[config.mk]
export PLATFORM = sky130hd
export DESIGN_NAME = interval_scan_trigger
export DESIGN_NICKNAME = d
export VERILOG_FILES = /design/src/rtl/interval_scan_trigger.sv
export SDC_FILE = /design/constraint.sdc
export NUM_CORES = 1
export LEC_CHECK = 0
export ABC_AREA = 1
export BUFFER_PORTS_ARGS = -buffer_cell sky130_fd_sc_hd__buf_4
export CAP_MARGIN = 15
export CORE_MARGIN = 5
export CORE_UTILIZATION = 54
export CTS_CLUSTER_DIAMETER = 80
export DETAILED_ROUTE_END_ITERATION = 8
export PLACE_DENSITY = 0.82
export SLEW_MARGIN = 5
export SYNTH_ARGS = -nofsm -noshare
export SYNTH_HDL_FRONTEND = slang
export SYNTH_SLANG_ARGS = --single-unit
[constraint.sdc]
create_clock -name clk -period 3.15 [get_ports clk]
set_input_delay 0 -clock clk [delete_from_list [all_inputs] [get_ports clk]]
set_output_delay 0 -clock clk [all_outputs]
set_load 0.005 [all_outputs]
[src/rtl/interval_scan_trigger.sv]
module interval_scan_trigger #(
  parameter int PSC_W  = 4,
  parameter int QDEPTH = 8,
  parameter int CH_W   = 4,
  parameter int RES_W  = 10,
  parameter int EXP_MIN = 7,
  parameter int NCODES = 11,
  localparam int WORD_W = CH_W + 2,
  localparam int IDX_W  = $clog2(QDEPTH + 1),
  localparam int ICNT_W = EXP_MIN + NCODES - 1
) (
  input  logic                     clk,
  input  logic                     rst_n,
  input  logic [PSC_W-1:0]         psc_sel,
  input  logic [3:0]               ivl_sel,
  input  logic [QDEPTH*WORD_W-1:0] queue_words,
  input  logic                     irq_en,
  input  logic [2:0]               flag_clr,
  input  logic                     conv_done,
  input  logic [RES_W-1:0]         conv_data,
  output logic                     interval_tick,
  output logic                     conv_start,
  output logic [CH_W-1:0]          conv_chan,
  output logic                     res_valid,
  output logic [IDX_W-1:0]         res_idx,
  output logic [RES_W-1:0]         res_data,
  output logic                     cmp_flag,
  output logic                     pause_flag,
  output logic                     ovr_flag,
  output logic                     cmp_irq
);

  typedef enum logic [1:0] {S_IDLE, S_ISSUE, S_WAIT, S_PAUSE} seq_t;

  logic [PSC_W:0]     psc_cnt;
  logic [ICNT_W-1:0]  ivl_cnt;
  logic [ICNT_W-1:0]  ivl_last;
  logic               tmr_en, qtick;
  seq_t               state;
  logic [IDX_W-1:0]   idx;
  logic [IDX_W-1:0]   idx_safe;
  logic [WORD_W-1:0]  cur_word;
  logic               at_end, stop;
  logic               cmp_set, pause_set, ovr_set;

  assign tmr_en   = ivl_sel < 4'(NCODES);
  assign qtick    = tmr_en && (psc_cnt >= {psc_sel, 1'b1});
  assign ivl_last = (ICNT_W'(1) << (5'(ivl_sel) + 5'(EXP_MIN))) - ICNT_W'(1);
  assign interval_tick = qtick && (ivl_cnt >= ivl_last);

  always_ff @(posedge clk or negedge rst_n) begin
    if (!rst_n) begin
      psc_cnt <= '0;
      ivl_cnt <= '0;
    end else if (!tmr_en) begin
      psc_cnt <= '0;
      ivl_cnt <= '0;
    end else begin
      psc_cnt <= qtick ? '0 : psc_cnt + 1'b1;
      if (qtick) ivl_cnt <= interval_tick ? '0 : ivl_cnt + 1'b1;
    end
  end

  assign at_end   = idx >= IDX_W'(QDEPTH);
  assign idx_safe = at_end ? '0 : idx;
  assign cur_word = queue_words[32'(idx_safe)*WORD_W +: WORD_W];
  assign stop     = at_end || cur_word[CH_W+1];

  assign conv_start = (state == S_ISSUE) && !stop;
  assign conv_chan  = cur_word[CH_W-1:0];

  assign cmp_set   = (state == S_ISSUE) && stop;
  assign pause_set = (state == S_WAIT) && conv_done && cur_word[CH_W];
  assign ovr_set   = interval_tick && (state == S_ISSUE || state == S_WAIT);

  always_ff @(posedge clk or negedge rst_n) begin
    if (!rst_n) begin
      state     <= S_IDLE;
      idx       <= '0;
      res_valid <= 1'b0;
      res_idx   <= '0;
      res_data  <= '0;
    end else begin
      res_valid <= 1'b0;
      case (state)
        S_IDLE:
          if (interval_tick) begin
            idx   <= '0;
            state <= S_ISSUE;
          end
        S_ISSUE:
          state <= stop ? S_IDLE : S_WAIT;
        S_WAIT:
          if (conv_done) begin
            res_valid <= 1'b1;
            res_idx   <= idx;
            res_data  <= conv_data;
            idx       <= idx + 1'b1;
            state     <= cur_word[CH_W] ? S_PAUSE : S_ISSUE;
          end
        S_PAUSE:
          if (interval_tick) state <= S_ISSUE;
        default: state <= S_IDLE;
      endcase
    end
  end

  always_ff @(posedge clk or negedge rst_n) begin
    if (!rst_n) begin
      cmp_flag   <= 1'b0;
      pause_flag <= 1'b0;
      ovr_flag   <= 1'b0;
    end else begin
      cmp_flag   <= cmp_set   | (cmp_flag   & ~flag_clr[0]);
      pause_flag <= pause_set | (pause_flag & ~flag_clr[1]);
      ovr_flag   <= ovr_set   | (ovr_flag   & ~flag_clr[2]);
    end
  end

  assign cmp_irq = cmp_flag & irq_en;

endmodule

# Word level (Yosys, flattened, before mapping)
# Cells that the tools add are included.
[word_totals] ff_bits=46 latch_bits=0 ramBits=0 romBits=0 inputBits=73 output_inout_bits=25 elab_cells=71 memories=0
[op_classes] addsub=5 multipliers=1 n_div=0 magnitude_cmp=4 eq_ne=7 shift=2 n_mux=16 n_bitwise=10 reduce_logical=16
[ops] cell="2-to-1 mux 17 bit" n=3
[ops] cell="variable part select 48 x 8 -> 6 bit" n=1
[ops] cell="adder 17 x 1 -> 17 bit, second input constant" n=1
[ops] cell="greater-or-equal comparator 17 bit" n=1
[ops] cell="left shift 1 x 5 -> 17 bit, first input constant" n=1
[ops] cell="subtractor 17 x 2 -> 17 bit, second input constant" n=1
[ops] cell="2-to-1 mux 4 bit" n=3
[ops] cell="2-to-1 mux 5 bit" n=2
[ops] cell="2-to-1 mux 2 bit" n=4
[ops] cell="case mux 4 bit (2 select lines)" n=1
[ops] cell="logical AND 1 bit" n=7
[ops] cell="multiplier 4 x 2 -> 6 bit, second input constant" n=1
[ops] cell="case mux 2 bit (3 select lines)" n=1
[ops] cell="adder 4 x 3 -> 5 bit, second input constant" n=1
[ops] cell="adder 5 x 1 -> 5 bit, second input constant" n=1
[ops] cell="greater-or-equal comparator 5 bit" n=1
[ops] cell="adder 4 x 1 -> 4 bit, second input constant" n=1
[ops] cell="bitwise AND 1 bit" n=4
[ops] cell="== test 2 bit, second input constant" n=2
[ops] cell="greater-or-equal comparator 4 bit, second input constant" n=1
[ops] cell="< comparator 4 bit, second input constant" n=1
[ops] cell="!= test 2 x 1 -> 1 bit, second input constant" n=2
[ops] cell="!= test 2 bit, second input constant" n=2
[ops] cell="AND reduction 2 bit" n=2
[ops] cell="other kinds (10)" n=16

# Depth between registers and ports, before layout
[logic_depth] ltp_word=8 depth_mapped=17 ltp_nobuf=17

# Least setup slack after synthesis
# OpenSTA, ideal clock, no wires.
[synth_timing] path_kind="input port to flip-flop" from="in ivl_sel[0]" to="reg idx[0]" setup_time_ps=65 t_arrival_ps=1641 required_time_ps=3085 path_slack_ps=1444 stages=16 path_buffers=0 cell_sequence="nor2_1 -> o21ai_0 -> nand2_1 -> xor2_1 -> ha_1 -> nand2_1 -> nor2_1 -> nand2_1 -> nor2_1 -> a21oi_1 -> nand3_1 -> nand2_2 -> nand2_2 -> nand2_1 -> nand2_1 -> nand2_1"
[synth_via] elab_chain_cells=7 word_cells_on_any_way=9 cone_classes="add/sub (2); order compare (2); eq/ne (1); shift (1); reduce/logical (3)"
[synth_rtl] item="start, declared" line_no="15" text="input logic [3:0] ivl_sel,"
[synth_rtl] item="adder 4 x 3 -> 5 bit" line_no="48" text="assign ivl_last = (ICNT_W'(1) << (5'(ivl_sel) + 5'(EXP_MIN))) - ICNT_W'(1);"
[synth_rtl] item="left shift 1 x 5 -> 17 bit" line_no="48"
[synth_rtl] item="subtractor 17 x 2 -> 17 bit" line_no="48"
[synth_rtl] item="greater-or-equal comparator 17 bit" line_no="49" text="assign interval_tick = qtick && (ivl_cnt >= ivl_last);"
[synth_rtl] item="logical AND 1 bit *" line_no="49"
[synth_rtl] item="!= test 2 bit (no source line) *"
[synth_rtl] item="AND reduction 3 bit (no source line) *"
[synth_rtl] item="end signal, assigned" line_no="98" text="idx <= idx + 1'b1;"
[synth_rtl] item="end, declared" line_no="40" text="logic [IDX_W-1:0] idx;"
# Every way passes the cells marked *; elsewhere a longest branch is shown, timed or not.
# A chain may end at the register's enable or synchronous reset.

# Worst setup path after layout
[layout_timing] from="reg idx[0]" to="out conv_chan[2]"
[layout_via] elab_chain_cells=4
[layout_rtl] item="greater-or-equal comparator 4 bit" line_no="64" text="assign at_end = idx >= IDX_W'(QDEPTH);"
[layout_rtl] item="2-to-1 mux 4 bit *" line_no="65" text="assign idx_safe = at_end ? '0 : idx;"
[layout_rtl] item="multiplier 4 x 2 -> 6 bit *" line_no="66" text="assign cur_word = queue_words[32'(idx_safe)*WORD_W +: WORD_W];"
[layout_rtl] item="variable part select 48 x 8 -> 6 bit *" line_no="66"
[layout_rtl] item="end, declared" line_no="23" text="output logic [CH_W-1:0] conv_chan,"
# Marked as above.

==> out/metrics.csv <==
metric,value,unit
CTS tree,done,
DR iter-0 viols,232,
Die Area,0.008052,mm²
Initial Utilization,0.5469,
GPL Wtd Cong,0.9152,
fmax,444.1,MHz
Final Cycle Share,0.7149,
Commonest cells post-synth,"150 x nand2_1, 48 x inv_1, 46 x dfrtp_1",
worst r2r src,ivl_cnt[10],
row count,29,
Chip Width,89.74,µm
Critical Path Source Type,flip-flop,
Sw Ratio,0.3774,
Crit path required time,3150,ps
endpoints failing setup,0,
layout net count,689,
clock share of power,0.190,
total wire length,8844,µm
H-Tree Depth,2,
count of yosys warnings during synthesis,0,
first drt pass iteration count,4,
setup bufs post-CTS,0,
Worst Setup SP,idx[0],
cell count after synthesis,473,
Setup Crit Path Kind,reg -> out,
Async SR Flop Fraction,1.000,
clk_skew,10.82,ps
CTS root buffer,clkbuf_8,
Worst EP arrival,2250,ps
GRT overflow,0,
Final Hold Violating Endpoints,0,
dpl cell area,0.004218,mm²
register area share after synthesis,0.3353,
overall routing resource usage,0.2122,
core footprint,0.006277,mm²
net switching power,0.0007471,W
# Max-Cap Violations,0,
top cell type's share of synthesized area,0.3353,
DP HPWL,6822,µm
Leak,2.366,nW
Buffers on Ports,97,
number of vias per cell,5.258,
power per cell area,444.6,mW/mm²
I/O pin cnt,98,
first-pass GRT wire length,14770,µm
clock slew at the register clock pins of the worst setup and hold paths,100,ps
setup tns final,0,ps
status,completed,
Antenna Violating Nets Remaining,0,
vias,3491,
CP max FO,25,
syn_area_per_cell,7.259,µm²
Yosys top cell by area,dfrtp_1,
Cell Int Power,0.001232,W
Max transition margin,0.5863,
synth top area cells,"dfrtp_1 34%, nand2_1 16%, ha_1 11%",
Antenna Cells,0,
HP Class,in -> reg,
Worst-Skew Late Latency,300,ps
pin slew with the least headroom to its limit,620.6,ps
Slew Limit Fails,0,
layout cell share with drive strength beyond 1,0.2334,
Finished Cell Area,0.004452,mm²
Most used DFF post-synth,dfrtp_1,
top-count cell post-synth,nand2_1,
RSZ-0062 raised after global routing,false,
WL/cell,13.32,µm
Period minus WS final,2252,ps
Unique masters post-synth,39,
Combinational Power Share,0.404,
initial antenna violation count,0,
Synth Register Bits,46,
element type at the critical path end,output pin,
clock sinks,46,
Synth Cell Area,0.003433,mm²
number of global-route vias before repair,3331,
number of synthesized flops with an enable pin,0,
Post-route DRC,0,
die height,89.74,µm
Worst VDD drop,571.1,µV
largest net degree at the start of global routing,47,
maximum clock path buffer count,2,
worst hold start,conv_done,
part of the power in registers,0.406,
synth-to-layout area growth,29.66,%
cts bufs inserted,5,
-- metrics by stage --
stage,std cells,setup slack (ps),hold WS [ps],total power (W),utilization
6_report,664,898.2,69.16,0.001979,0.7092
5_1_grt,664,788.1,98.83,0.002122,0.7092
4_1_cts,664,917.6,66.30,0.001983,0.7092
3_5_place_dp,642,915.9,43.20,0.001596,0.6719
3_3_place_gp,642,1009,35.81,0.001561,0.6719
2_1_floorplan,476,1444,-295.6,0.001255,-
-- layout make-up --
type / instances / area [µm²]
repair buffers: 113 / 883.3
fillers: 530 / 1826
well taps: 77 / 96.34
clock buffers: 5 / 68.82
flip-flops and latches: 46 / 1151
clock inverters: 3 / 25.02
multi-input cells: 359 / 1998
inverters: 61 / 229.0
-- critical path, cell delays in order (launching register included) --
cell and delay [ps]:
dfrtp_1 750, nand2_4 280, inv_2 280, o21ai_1 90
o22ai_1 240, nand2_1 90, o31ai_1 80, buf_4 150
-- placed cells by master, fill, tap and decap left out, types with 2 or more instances in the layout --
cell / synthesis / routed
inv_2: 12 / 12
o31ai_1: 3 / 3
nand4_1: 7 / 7
nand2_1: 150 / 150
o21ai_2: 4 / 4
or2_1: 2 / 2
ha_1: 30 / 30
a221oi_1: 6 / 6
nor2_2: 2 / 2
o22ai_1: 5 / 5
o21ai_1: 13 / 13
inv_1: 48 / 48
dlygate4sd3_1: 0 / 14
o21ai_0: 8 / 8
nand3_1: 27 / 27
conb_1: 2 / 5
dfrtp_1: 46 / 46
nor2_1: 40 / 40
nor4_1: 2 / 2
o22ai_2: 5 / 5
buf_4: 1 / 99
xnor2_1: 7 / 7
clkbuf_8: 0 / 5
o211ai_1: 2 / 2
xor2_1: 13 / 13
nand2_2: 2 / 2
a21oi_1: 12 / 12
nor3_1: 5 / 5
-- kinds of logic after synthesis --
| family | Yosys count | synth area share |
|---|---|---|
| buffers and inverters | 71 | 0.08600 |
| adder cells (fa/ha/maj) | 30 | 0.1093 |
| flip-flops | 46 | 0.3353 |
| AO/OA/AOI/OAI | 63 | 0.1228 |
| other | 2 | 0.002187 |
| AND/OR/NAND/NOR | 241 | 0.2934 |
| XOR/XNOR | 20 | 0.05102 |
-- per-layer routing --
layer | track usage | up-vias | share of wire
li1 | - | 1751 | -
met1 | 0.2552 | 1599 | 0.41
met2 | 0.3665 | 120 | 0.48
met3 | 0.05843 | 21 | 0.078
met4 | 0.06549 | 0 | 0.026
met5 | 0 | - | 0
-- repair_timing --
item	CTS	global route
hold buffers	14	0
gates resized for setup	0	0
endpoints found under the hold margin	59	0
-- power by group through the flow --
stage	clock network, W	logic, W	registers [W]
floorplan	0	0.000461	0.000795
global placement	0	0.000754	0.000807
detailed placement	0	0.000786	0.000810
CTS	0.000381	0.000801	0.000801
global route	0.000402	0.000904	0.000816
finish	0.000376	0.000800	0.000804
-- path summary, 6_finish.rpt --
path,to,slack (ps),cells past startpoint
worst max-delay path,conv_chan[2],900,7
worst min register to register,res_data[3],490,2
worst max register to register,ivl_cnt[2],1050,8
worst min-delay path,state[1],70,4
min in group asynchronous,idx[1],260,2
max in group asynchronous,ivl_cnt[10],2490,2
-- registers in the layout, summed over array words and instances (netlist names) --
register    flops
res_valid       1
pause_flag      1
cmp_flag        1
ovr_flag        1
idx             4
psc_cnt         5
res_data       10
res_idx         4
ivl_cnt        17
state           2
Note: power is estimated with default switching activity, not from simulation.
